### config.mk
export PLATFORM = sky130hd
export DESIGN_NAME = gate_cmd_seq
export DESIGN_NICKNAME = d
export VERILOG_FILES = /design/src/rtl/gate_cmd_seq.sv
export SDC_FILE = /design/constraint.sdc
export NUM_CORES = 1
export LEC_CHECK = 0
export ABC_CLOCK_PERIOD_IN_PS = 1100
export BUFFER_PORTS_ARGS = -buffer_cell sky130_fd_sc_hd__buf_4
export CAP_MARGIN = 40
export CORE_AREA = 2 2 39 41
export DETAILED_ROUTE_END_ITERATION = 16
export DIE_AREA = 0 0 41 43
export PLACE_DENSITY_LB_ADDON = 0.3
export SETUP_SLACK_MARGIN = 0.2
export SYNTH_ARGS = -nofsm -noshare
export SYNTH_HDL_FRONTEND = slang
export SYNTH_SLANG_ARGS = --single-unit
### constraint.sdc
create_clock -name clk -period 1.1 [get_ports clk]
set_clock_uncertainty 0.2 [all_clocks]
set_input_delay 0.275 -clock clk [delete_from_list [all_inputs] [get_ports clk]]
set_output_delay 0.275 -clock clk [all_outputs]
set_load 0.005 [all_outputs]
### src/rtl/gate_cmd_seq.sv
module gate_cmd_seq #(
  parameter int DEAD_CYCLES = 1
) (
  input  logic clk,
  input  logic rst_n,
  input  logic drv_pos,
  input  logic drv_neg,
  input  logic inhibit,
  input  logic gate_low,
  output logic en_on,
  output logic en_off,
  output logic en_clamp
);

  localparam int CW = (DEAD_CYCLES > 1) ? $clog2(DEAD_CYCLES) : 1;
  localparam logic [CW-1:0] LAST = CW'(DEAD_CYCLES - 1);

  typedef enum logic [1:0] {ST_OFF, ST_DEAD, ST_ON} state_t;

  state_t st, st_nx;
  logic [CW-1:0] cnt;
  logic [1:0] sync_q;
  logic cmd_w, cmd_q, cmd_rise, clamp_q;

  assign cmd_w    = drv_pos & ~drv_neg & ~inhibit;
  assign cmd_rise = cmd_w & ~cmd_q;

  always_comb begin
    st_nx = st;
    case (st)
      ST_OFF:  if (cmd_w) st_nx = ST_DEAD;
      ST_ON:   if (!cmd_w) st_nx = ST_DEAD;
      ST_DEAD: if (cnt == LAST) st_nx = cmd_w ? ST_ON : ST_OFF;
      default: st_nx = ST_OFF;
    endcase
  end

  always_ff @(posedge clk or negedge rst_n) begin
    if (!rst_n) begin
      st      <= ST_OFF;
      cnt     <= '0;
      sync_q  <= '0;
      cmd_q   <= 1'b0;
      clamp_q <= 1'b0;
    end else begin
      st     <= st_nx;
      cnt    <= (st == ST_DEAD && cnt != LAST) ? cnt + 1'b1 : '0;
      sync_q <= {sync_q[0], gate_low};
      cmd_q  <= cmd_w;
      if (cmd_rise)
        clamp_q <= 1'b0;
      else if (st == ST_OFF && !cmd_w && sync_q[1])
        clamp_q <= 1'b1;
    end
  end

  assign en_on    = (st == ST_ON);
  assign en_off   = (st == ST_OFF);
  assign en_clamp = clamp_q & ~en_on;

  assert_excl_R3: assert property (@(posedge clk) disable iff (!rst_n)
    !(en_on && en_off));

  assert_dead_on_R4: assert property (@(posedge clk) disable iff (!rst_n)
    $rose(en_on) |-> $past(!en_off));

  assert_dead_off_R4: assert property (@(posedge clk) disable iff (!rst_n)
    $rose(en_off) |-> $past(!en_on));

  assert_inhibit_R2: assert property (@(posedge clk) disable iff (!rst_n)
    inhibit |=> !$rose(en_on));

  assert_clamp_on_R8: assert property (@(posedge clk) disable iff (!rst_n)
    !(en_clamp && en_on));

  assert_clamp_rise_R5: assert property (@(posedge clk) disable iff (!rst_n)
    $rose(en_clamp) |-> $past(en_off && !cmd_w));

  assert_clamp_clear_R7: assert property (@(posedge clk) disable iff (!rst_n)
    $fell(en_clamp) |-> $past(cmd_w));

endmodule

==> tab_implementation.tex, run 1 <==
\begin{tabular}{lr}
\hline
Metric & Value \\
\hline
\multicolumn{2}{l}{\textbf{Worst setup path}} \\
\quad Arrival time of data at the critical path endpoint & 1010 ps \\
\quad Required @ worst endpoint & roughly 620 ps \\
\quad Type of element capturing the critical path & output pin \\
\quad Crit Path Max Fanout & 3 \\
\quad Type of origin of the critical path & register \\
\quad Crit Path Category & reg2out \\
\multicolumn{2}{l}{\textbf{Global routing}} \\
\quad Global route overflow & 0 \\
\quad Antenna violations before repair & 0 \\
\quad Maximum number of pins on one net before global-route repair & 8 \\
\quad Aggregate global-route resource usage & 0.07208 \\
\quad Global-route wire length before repair & a little under 800 um \\
\quad Number of global-route vias before repair & approximately 200 \\
\multicolumn{2}{l}{\textbf{Clock network}} \\
\quad Clock slew seen by the registers of the worst setup and hold paths & 50 ps \\
\quad Total CTS buffers & 3 \\
\quad Max clock buf depth & 2 \\
\quad TritonCTS clock tree & yes \\
\quad CTS Root Cell & clkbuf\_4 \\
\quad Later-pin clock latency in the skew report & about 250 ps \\
\quad H-tree Lvls & 1 \\
\quad Total clock sinks & 7 \\
\quad Number of hold-repair buffers added at the cts stage & 1 \\
\multicolumn{2}{l}{\textbf{Detailed routing}} \\
\quad Vias post-DR & roughly 210 \\
\quad Number of DRC markers after the initial detailed-route iteration & 1 \\
\quad Router iterations before antenna repair & 4 \\
\quad Post-DRT Antenna Nets & 0 \\
\quad Routed vias/inst & 3.754 \\
\quad WL per Instance & around 9.0 um \\
\quad Number of design rule violations left after detail routing & 0 \\
\quad Final wirelength & roughly 500 um \\
\multicolumn{2}{l}{\textbf{Cells and area}} \\
\quad Fill cell total of the finished layout & between 100 and 150 \\
\quad Area of all placed cells without fillers & $\sim$480 um2 \\
\quad Inserted Diodes & 0 \\
\quad Net total in the final layout & 48 \\
\quad Synthesis-to-finish area growth & 79.53\% \\
\quad Layout cell share with drive strength beyond 1 & 0.6829 \\
\multicolumn{2}{l}{\textbf{Yosys}} \\
\quad Sequential fraction of the synthesis area & 0.6512 \\
\quad Number of synthesized register bits & 7 \\
\quad Net count after synthesis & 27 \\
\quad Post-synthesis instance area & between 200 and 300 um2 \\
\quad Count of synthesis-stage warnings from yosys & 0 \\
\quad Mean area per synthesized cell & 12.81 um2 \\
\quad Number of distinct library cell variants in the gate-level netlist after synthesis & 15 \\
\quad Post-synthesis instance total & 21 \\
\multicolumn{2}{l}{\textbf{Status}} \\
\quad Result of the run & finished, violations left \\
\quad Violations in the final reports & hold timing, setup timing \\
\multicolumn{2}{l}{\textbf{STA}} \\
\quad Minimum clock period after layout & 1482 ps \\
\quad Slack of the critical path & -381.9 ps \\
\quad Setup Total Neg Slack & -1267 ps \\
\quad Fmax & 0.6748 GHz \\
\quad RSZ-0062 raised after global routing & yes \\
\quad Max-slew violation count & 0 \\
\quad Share of the clock period used by the worst path after layout & 1.347 \\
\quad Number of hold-slack violations in the final timing report & 1 \\
\quad Tightest hold margin & -62.49 ps \\
\quad Count of endpoints failing setup in the final report & 4 \\
\multicolumn{2}{l}{\textbf{Run}} \\
\quad Number of max-cap violations & 0 \\
\multicolumn{2}{l}{\textbf{Pwr}} \\
\quad Net switching power & between 0.1 and 0.15 mW \\
\quad PwrDens & around 1300 nW/um2 \\
\quad Max IR drop VDD & between 0.6 and 0.7 mV \\
\quad Leakage power figure & $\sim$0.23 nW \\
\quad Relative contribution of sequential cells to total power & 0.455 \\
\quad Cell Int Power & around 0.48 mW \\
\quad Share of total power consumed by net switching & 0.2169 \\
\quad Final Total Pwr & around 0.6 mW \\
\quad Part of the power in the clock network & 0.370 \\
\quad Comb pwr share & 0.175 \\
\multicolumn{2}{l}{\textbf{Floorplanning}} \\
\quad Std-Cell Core Area & $\sim$1400 um2 \\
\quad Effective utilization at floorplan & 0.1944 \\
\quad Number of top-level pins & 9 \\
\quad Site Rows & 14 \\
\quad Die Area & 1763 um2 \\
\quad Vertical die dimension & 43 um \\
\quad Die span in x & $\sim$40 um \\
\multicolumn{2}{l}{\textbf{Placed design}} \\
\quad I/O Buffers & 8 \\
\quad Post-placement setup slack & -222.0 ps \\
\quad Post-DP Area & approximately 400 um2 \\
\quad Gp weighted congestion & $\sim$0.68 \\
\multicolumn{2}{l}{\textbf{Hold path}} \\
\quad Type of the tightest min-delay check & in2reg \\
\hline
\end{tabular}
==> flip-flops by register name, summed over array words and instances (netlist names) <==
signal,cells
sync_q,2
st,2
clamp_q,1
cmd_q,1
cnt,1
==> worst paths after layout <==
| path | from | to | slack [ps] | cells after the start |
|---|---|---|---|---|
| max | st[0] | en_clamp | -380 | 3 |
| min | gate_low | sync_q[0] | -60 | 1 |
| max reg2reg | st[1] | st[1] | -240 | 3 |
| min reg2reg | sync_q[0] | sync_q[1] | 140 | 0 |
| max in group asynchronous | rst_n | st[1] | 400 | 2 |
| min in group asynchronous | rst_n | sync_q[1] | 170 | 2 |
==> area by class of cell <==
type	count	area, um2	area share
Multi-Input combinational cell	12	106.4	0.2202
Timing Repair Buffer	16	141.4	0.2927
Tap cell	16	20.02	0.04145
Clock buffer	4	26.28	0.05440
Inverter	2	12.51	0.02591
Sequential cell	7	176.4	0.3653
==> cells in the final DEF (no fill, tap or decap), drive strengths merged <==
master,synthesis,layout
buf,0,15
dfrtp,7,7
clkbuf,0,4
or3b,2,2
nand2b,1,1
inv,1,1
nor2,1,1
clkinv,1,1
and2,1,1
a21oi,1,1
nand3,1,1
o21ai,1,1
nand2,1,1
mux2i,1,1
o22ai,1,1
conb,1,1
dlygate4sd3,0,1
==> worst max-delay path, cell delays in order (launching register included) <==
cell and delay, ps:
dfrtp_1 370, nand2b_4 150, and2_4 130, buf_6 100
==> synth_stat cells (all sizes together) <==
library cell / instances / area [um2]
and2: 1 / 6.260
clkinv: 1 / 8.760
inv: 1 / 3.750
o21ai: 1 / 5.000
o22ai: 1 / 12.51
a21oi: 1 / 5.000
nand2: 1 / 3.750
or3b: 2 / 20.02
nor2: 1 / 3.750
conb: 1 / 3.750
mux2i: 1 / 10.01
nand2b: 1 / 6.260
dfrtp: 7 / 175.2
nand3: 1 / 5.000
==> power by group through the flow <==
stage	Clock [mW]	Combinational [mW]	Sequential, mW
2_1_floorplan	0	0.0326	0.285
3_3_place_gp	0	0.0834	0.285
3_5_place_dp	0	0.0843	0.285
4_1_cts	0.241	0.105	0.281
5_1_grt	0.249	0.118	0.283
6_report	0.229	0.108	0.281
==> layer usage <==
layer  global-route usage  up-vias  part of all wire
met5                    0        -                 0
met4              0.02000        0                 0
met3              0.07853        0              0.13
met2               0.1000       12              0.51
met1              0.07000       94              0.36
li1                     -      108                 -
==> per-stage QoR <==
step,utilization,instances
6_report,0.3490,57
5_1_grt,0.3490,57
4_1_cts,0.3409,56
3_5_place_dp,0.2848,50
3_3_place_gp,0.2848,50
2_1_floorplan,-,21
==> cell families after synthesis <==
| group | after synthesis | share of synthesized area |
|---|---|---|
| flops | 7 | 0.6512 |
| simple gates | 7 | 0.1674 |
| buf+inv | 2 | 0.04650 |
| mux | 1 | 0.03721 |
| other cells | 1 | 0.01394 |
| compound gates | 3 | 0.08368 |
==> timing repair <==
action	in CTS	in global routing
buffers inserted	1	1
gates resized for setup	10	1
setup endpoints to repair	7	7
pin swaps	2	1
hold endpoints to repair	8	1
Power figures use the tool's default switching activity.
==> run 2: changes to the inputs <==
- SETUP_SLACK_MARGIN: 0.2 -> 0.4
==> tab_implementation.tex, run 2 (same netlist as run 1, synthesis figures left out) <==
\begin{tabular}{lr}
\hline
Metric & Value \\
\hline
\multicolumn{2}{l}{\textbf{Status}} \\
\quad Result of the run & finished, violations left \\
\quad Violations in the final reports & hold timing, setup timing \\
\multicolumn{2}{l}{\textbf{Floorplanning}} \\
\quad Die Area & about 1800 um2 \\
\quad Die span in x & a little over 40 um \\
\quad Vertical die dimension & 43 um \\
\quad Std-Cell Core Area & 1384 um2 \\
\quad Number of top-level pins & 9 \\
\quad Effective utilization at floorplan & 0.1944 \\
\quad Site Rows & 14 \\
\multicolumn{2}{l}{\textbf{Worst setup path}} \\
\quad Crit path max-delay family & flip-flops \\
\quad Arrival time of data at the critical path endpoint & just over 1000 ps \\
\quad Type of origin of the critical path & register \\
\quad Cell-by-cell trace of the critical path & nand2b\_4 > and2\_4 > buf\_6 \\
\quad Type of element capturing the critical path & output pin \\
\quad Crit Path Max Fanout & 3 \\
\quad CP Buf/Inv Count & 1 \\
\quad Peak per-stage delay on the critical path & between 300 and 400 ps \\
\quad Required @ worst endpoint & 620 ps \\
\quad Crit Path Category & reg2out \\
\quad Critical-path cell with the highest stage delay & dfrtp\_1 \\
\multicolumn{2}{l}{\textbf{Cells and area}} \\
\quad Share of the core filled with cells & 0.3418 \\
\quad Net total in the final layout & 47 \\
\quad Registers with the most flip-flops & st (2), sync\_q (2) \\
\quad Number of cells in the finished layout apart from fillers & 56 \\
\quad Synthesis-to-finish area growth & 75.81\% \\
\quad Inserted Diodes & 0 \\
\quad Layout cell share with drive strength beyond 1 & 0.7000 \\
\quad Sequential standard cell area & around 180 um2 \\
\quad Area of all placed cells without fillers & 473.0 um2 \\
\quad Top library cells by usage in the layout, fill and taps aside & buf\_4 (10), dfrtp\_1 (6), buf\_6 (5) \\
\quad Leading cell type in the layout, fill and taps excluded & buf\_4 \\
\quad Fill cell total of the finished layout & 146 \\
\quad Multi-input logic area & 106.4 um2 \\
\multicolumn{2}{l}{\textbf{Placed design}} \\
\quad I/O Buffers & 8 \\
\quad Gp weighted congestion & between 0.6 and 0.7 \\
\quad Placed insts & 50 \\
\quad Post-DP Area & around 390 um2 \\
\multicolumn{2}{l}{\textbf{Clock network}} \\
\quad CTS Root Cell & clkbuf\_4 \\
\quad Total clock sinks & 7 \\
\quad H-tree Lvls & 1 \\
\quad Total CTS buffers & 3 \\
\quad Max clock buf depth & 2 \\
\quad TritonCTS clock tree & yes \\
\quad Clock slew seen by the registers of the worst setup and hold paths & around 50 ps \\
\quad Later-pin clock latency in the skew report & between 200 and 300 ps \\
\multicolumn{2}{l}{\textbf{Hold path}} \\
\quad Type of the tightest min-delay check & in2async \\
\multicolumn{2}{l}{\textbf{Global routing}} \\
\quad Global route overflow & 0 \\
\quad Number of global-route vias before repair & between 200 and 250 \\
\quad Aggregate global-route resource usage & 0.07208 \\
\quad Global-route wire length before repair & between 700 and 800 um \\
\quad Maximum number of pins on one net before global-route repair & 8 \\
\quad Antenna violations before repair & 0 \\
\multicolumn{2}{l}{\textbf{Detailed routing}} \\
\quad Router iterations before antenna repair & 4 \\
\quad WL per Instance & $\sim$9.1 um \\
\quad Final wirelength & about 500 um \\
\quad Number of design rule violations left after detail routing & 0 \\
\quad Vias post-DR & 210 \\
\quad Routed vias/inst & between 3 and 4 \\
\quad Post-DRT Antenna Nets & 0 \\
\quad Number of DRC markers after the initial detailed-route iteration & 1 \\
\multicolumn{2}{l}{\textbf{STA}} \\
\quad Slack of the critical path & -381.9 ps \\
\quad Share of the clock period used by the worst path after layout & 1.347 \\
\quad Minimum clock period after layout & 1482 ps \\
\quad Tightest hold margin & -377.2 ps \\
\quad Fmax & 0.6748 GHz \\
\quad Count of endpoints failing setup in the final report & 4 \\
\quad RSZ-0062 raised after global routing & yes \\
\quad Max-slew violation count & 0 \\
\quad Number of hold-slack violations in the final timing report & 8 \\
\multicolumn{2}{l}{\textbf{Pwr}} \\
\quad Max IR drop VDD & roughly 0.61 mV \\
\quad PwrDens & between 1000 and 1500 nW/um2 \\
\quad Leakage power figure & 0.2257 nW \\
\multicolumn{2}{l}{\textbf{Run}} \\
\quad Number of max-cap violations & 0 \\
\hline
\end{tabular}
==> run 2: path summary, 6_finish.rpt <==
| check | to | slack [ps] | cells past startpoint | from |
|---|---|---|---|---|
| setup reg to reg | st[1] | -240 | 3 | st[1] |
| max in group asynchronous | st[1] | 950 | 1 | rst_n |
| hold / removal | sync_q[1] | -380 | 1 | rst_n |
| min in group clk | sync_q[0] | -60 | 1 | gate_low |
| hold reg to reg | sync_q[1] | 140 | 0 | sync_q[0] |
| setup / recovery | en_clamp | -380 | 3 | st[0] |
==> run 2: through the flow <==
stage               setup TNS [ps]  setup slack [ps]  total power [mW]
finish                       -1267            -381.9            0.6156
global route                 -1499            -428.5            0.6466
CTS                          -1308            -396.2            0.6236
detailed placement           -1020            -222.0            0.3691
global placement            -956.7            -205.0            0.3682
floorplan                   -265.4            -79.30            0.3172
==> run 2: report_power, final <==
group	internal (mW)	total (mW)	switching (mW)	leakage (nW)
logic	0.0701	0.105	0.0354	0.127
registers	0.274	0.281	0.00754	0.0836
clock network	0.138	0.229	0.0907	0.0150
total	0.482	0.616	0.134	0.226
==> run 2: what timing repair did <==
action | CTS | global route
setup buffers | 1 | 1
gates resized for setup | 10 | 1
pin swaps | 2 | 1
hold endpoints to repair | 8 | 8
endpoints found under the setup margin | 7 | 7
cloned | 0 | 0
==> run 2: layout make-up <==
type                    count  area share
clock buffers               4     0.05556
multi-input cells          12      0.2249
flip-flops and latches      7      0.3730
well taps                  16     0.04233
repair buffers             15      0.2778
inverters                   2     0.02646
==> run 2: layer usage <==
metal,GRT usage,share of wire
met1,0.07000,0.36
met2,0.1000,0.51
met3,0.07853,0.13
met4,0.02000,0
met5,0,0
==> run 3: changes to the inputs <==
- ABC_AREA: unset -> 1
==> tab_implementation.tex, run 3 <==
\begin{tabular}{lr}
\hline
Metric & Value \\
\hline
\multicolumn{2}{l}{\textbf{Status}} \\
\quad Result of the run & finished, violations left \\
\quad Violations in the final reports & hold timing, setup timing \\
\multicolumn{2}{l}{\textbf{Cells and area}} \\
\quad Inserted Diodes & 0 \\
\quad Registers with the most flip-flops & st (2), sync\_q (2) \\
\quad Layout cell share with drive strength beyond 1 & 0.6400 \\
\quad Top library cells by usage in the layout, fill and taps aside & buf\_4 (13), dfrtp\_1 (6) \\
\quad Fill cell total of the finished layout & roughly 150 \\
\quad Leading cell type in the layout, fill and taps excluded & buf\_4 \\
\quad Net total in the final layout & 57 \\
\quad Synthesis-to-finish area growth & 73.82\% \\
\multicolumn{2}{l}{\textbf{Placed design}} \\
\quad Gp weighted congestion & approximately 0.57 \\
\quad I/O Buffers & 8 \\
\quad Post-placement setup slack & -97.45 ps \\
\quad Dpl hpwl & 410.8 um \\
\multicolumn{2}{l}{\textbf{STA}} \\
\quad Slack of the critical path & -337.0 ps \\
\quad Max-slew violation count & 0 \\
\quad Fmax & between 0.6 and 0.7 GHz \\
\quad RSZ-0062 raised after global routing & yes \\
\quad Minimum clock period after layout & $\sim$1400 ps \\
\quad Count of endpoints failing setup in the final report & 5 \\
\quad Share of the clock period used by the worst path after layout & 1.306 \\
\quad Tightest hold margin & -373.7 ps \\
\quad Number of hold-slack violations in the final timing report & 8 \\
\multicolumn{2}{l}{\textbf{Detailed routing}} \\
\quad Final wirelength & about 540 um \\
\quad Vias post-DR & 261 \\
\quad WL per Instance & a little over 8 um \\
\quad Number of DRC markers after the initial detailed-route iteration & 1 \\
\quad Post-DRT Antenna Nets & 0 \\
\quad Routed vias/inst & roughly 4.0 \\
\quad Number of design rule violations left after detail routing & 0 \\
\quad Router iterations before antenna repair & 2 \\
\multicolumn{2}{l}{\textbf{Yosys}} \\
\quad Count of synthesis-stage warnings from yosys & 0 \\
\quad Primary flip-flop cell chosen by synthesis mapping & dfrtp\_1 \\
\quad Number of synthesized register bits & 7 \\
\quad Number of distinct library cell variants in the gate-level netlist after synthesis & 11 \\
\quad Net count after synthesis & 37 \\
\quad Async set or reset register ratio after synthesis & 1.000 \\
\quad Top post-synthesis cells by count & dfrtp\_1 (7), inv\_1 (6), nand3\_1 (6) \\
\quad Sequential fraction of the synthesis area & 0.6009 \\
\quad Number of enable flip-flop cells after synthesis & 0 \\
\quad Post-synthesis instance area & about 300 um2 \\
\quad Area fraction of the dominant cell type after synthesis & 0.6009 \\
\quad Mean area per synthesized cell & between 9 and 10 um2 \\
\quad Top cells by area in the synthesized netlist & dfrtp\_1 (60\%), nand3\_1 (10\%), inv\_1 (7.7\%) \\
\quad Library cell with the highest instance count after synthesis & dfrtp\_1 \\
\quad Post-synthesis instance total & 31 \\
\quad Top cell type by total area after synthesis & dfrtp\_1 \\
\multicolumn{2}{l}{\textbf{Worst setup path}} \\
\quad Crit Path Category & reg2out \\
\quad Required @ worst endpoint & 620 ps \\
\quad Arrival time of data at the critical path endpoint & 960 ps \\
\quad Type of origin of the critical path & register \\
\quad Type of element capturing the critical path & output pin \\
\quad Crit Path Max Fanout & 3 \\
\quad Setup slack of the worst register-to-register path & -190 ps \\
\multicolumn{2}{l}{\textbf{Pwr}} \\
\quad Cell Int Power & 0.4676 mW \\
\quad Max IR drop VDD & approximately 0.52 mV \\
\quad Leakage power figure & 0.2524 nW \\
\quad Relative contribution of sequential cells to total power & 0.464 \\
\quad Comb pwr share & 0.166 \\
\quad Final Total Pwr & around 0.61 mW \\
\quad Part of the power in the clock network & 0.371 \\
\quad PwrDens & $\sim$1200 nW/um2 \\
\quad Share of total power consumed by net switching & 0.2368 \\
\quad Net switching power & approximately 0.15 mW \\
\multicolumn{2}{l}{\textbf{Floorplanning}} \\
\quad Number of top-level pins & 9 \\
\quad Site Rows & 14 \\
\quad Die Area & around 1800 um2 \\
\quad Effective utilization at floorplan & 0.2107 \\
\quad Vertical die dimension & around 43 um \\
\quad Die span in x & just over 40 um \\
\quad Std-Cell Core Area & roughly 1400 um2 \\
\multicolumn{2}{l}{\textbf{Clock network}} \\
\quad Total clock sinks & 7 \\
\quad Later-pin clock latency in the skew report & roughly 250 ps \\
\quad Total CTS buffers & 3 \\
\quad Clock slew seen by the registers of the worst setup and hold paths & 50 ps \\
\quad H-tree Lvls & 1 \\
\quad CTS Root Cell & clkbuf\_4 \\
\quad TritonCTS clock tree & yes \\
\quad Max clock buf depth & 2 \\
\multicolumn{2}{l}{\textbf{Hold path}} \\
\quad Type of the tightest min-delay check & in2async \\
\multicolumn{2}{l}{\textbf{Global routing}} \\
\quad Aggregate global-route resource usage & 0.08731 \\
\quad Global-route wire length before repair & approximately 950 um \\
\quad Number of global-route vias before repair & 240 \\
\quad Maximum number of pins on one net before global-route repair & 8 \\
\quad Global route overflow & 0 \\
\quad Antenna violations before repair & 0 \\
\multicolumn{2}{l}{\textbf{Run}} \\
\quad Number of max-cap violations & 0 \\
\hline
\end{tabular}
## run 3: cell count changes in the layout (fill, tap and decap cells not counted), sizes merged, moves of 2 or more
cell / before / now
or3b: 2 / 0
nand3: 1 / 6
inv: 1 / 8
nor2: 1 / 4
nand2: 1 / 3
## run 3: layer usage
metal	wire length (um)	global-route usage	share of wire
met5	0	0	0
met2	278	0.1125	0.52
met3	37	0.03141	0.069
met1	221	0.09667	0.41
met4	0	0.1000	0
## run 3: final cells by class
class | count | area [um2] | share of cell area
well taps | 16 | 20.02 | 0.03951
repair buffers | 15 | 120.1 | 0.2370
multi-input cells | 16 | 118.9 | 0.2346
flip-flops and latches | 7 | 176.4 | 0.3481
clock buffers | 4 | 26.28 | 0.05185
inverters | 8 | 45.04 | 0.08889
## run 3: logic make-up after synthesis
| logic type | count (synthesis) | synth area share |
|---|---|---|
| AO/OA/AOI/OAI | 1 | 0.03005 |
| buffers and inverters | 8 | 0.1030 |
| flip-flops | 7 | 0.6009 |
| other | 1 | 0.01286 |
| AND/OR/NAND/NOR | 14 | 0.2533 |
## run 3: timing repair
item / in CTS / in global routing
setup buffers: 2 / 2
endpoints found under the hold margin: 8 / 8
gates resized for setup: 4 / 3
endpoints found under the setup margin: 6 / 6
pin swaps: 3 / 1
## run 3: worst max-delay path, cell delays in order (launching register included)
cell and delay [ps]:
dfrtp_1 370, inv_2 60, nor2_4 120, nor2_2 40
buf_4 120
## run 3: through the flow
step / hold WS (ps) / utilization / cells / TNS (ps) / area (um2)
after floorplan: -220.6 / - / 31 / 0 / 321.6
after global placement: -109.2 / 0.3065 / 58 / -191.2 / 424.2
after detailed placement: -108.1 / 0.3065 / 58 / -186.1 / 424.2
after CTS: -379.8 / 0.3481 / 64 / -1174 / 481.7
after global routing: -385.7 / 0.3662 / 66 / -1609 / 506.7
final: -373.7 / 0.3662 / 66 / -1277 / 506.7
## run 3: worst paths after layout
| path | from | end | cells after the start |
|---|---|---|---|
| max in group asynchronous | rst_n | st[0] | 1 |
| max | st[1] | en_clamp | 4 |
| min in group clk | gate_low | sync_q[0] | 1 |
| min reg2reg | sync_q[0] | sync_q[1] | 0 |
| min | rst_n | cnt | 1 |
| max reg2reg | st[1] | st[0] | 7 |
## run 3: power by group through the flow
stage / combinational (mW) / sequential [mW] / clock, mW
4_1_cts: 0.101 / 0.283 / 0.241
3_3_place_gp: 0.0937 / 0.288 / 0
3_5_place_dp: 0.0949 / 0.288 / 0
2_1_floorplan: 0.0387 / 0.287 / 0
5_1_grt: 0.114 / 0.286 / 0.259
6_report: 0.102 / 0.284 / 0.227
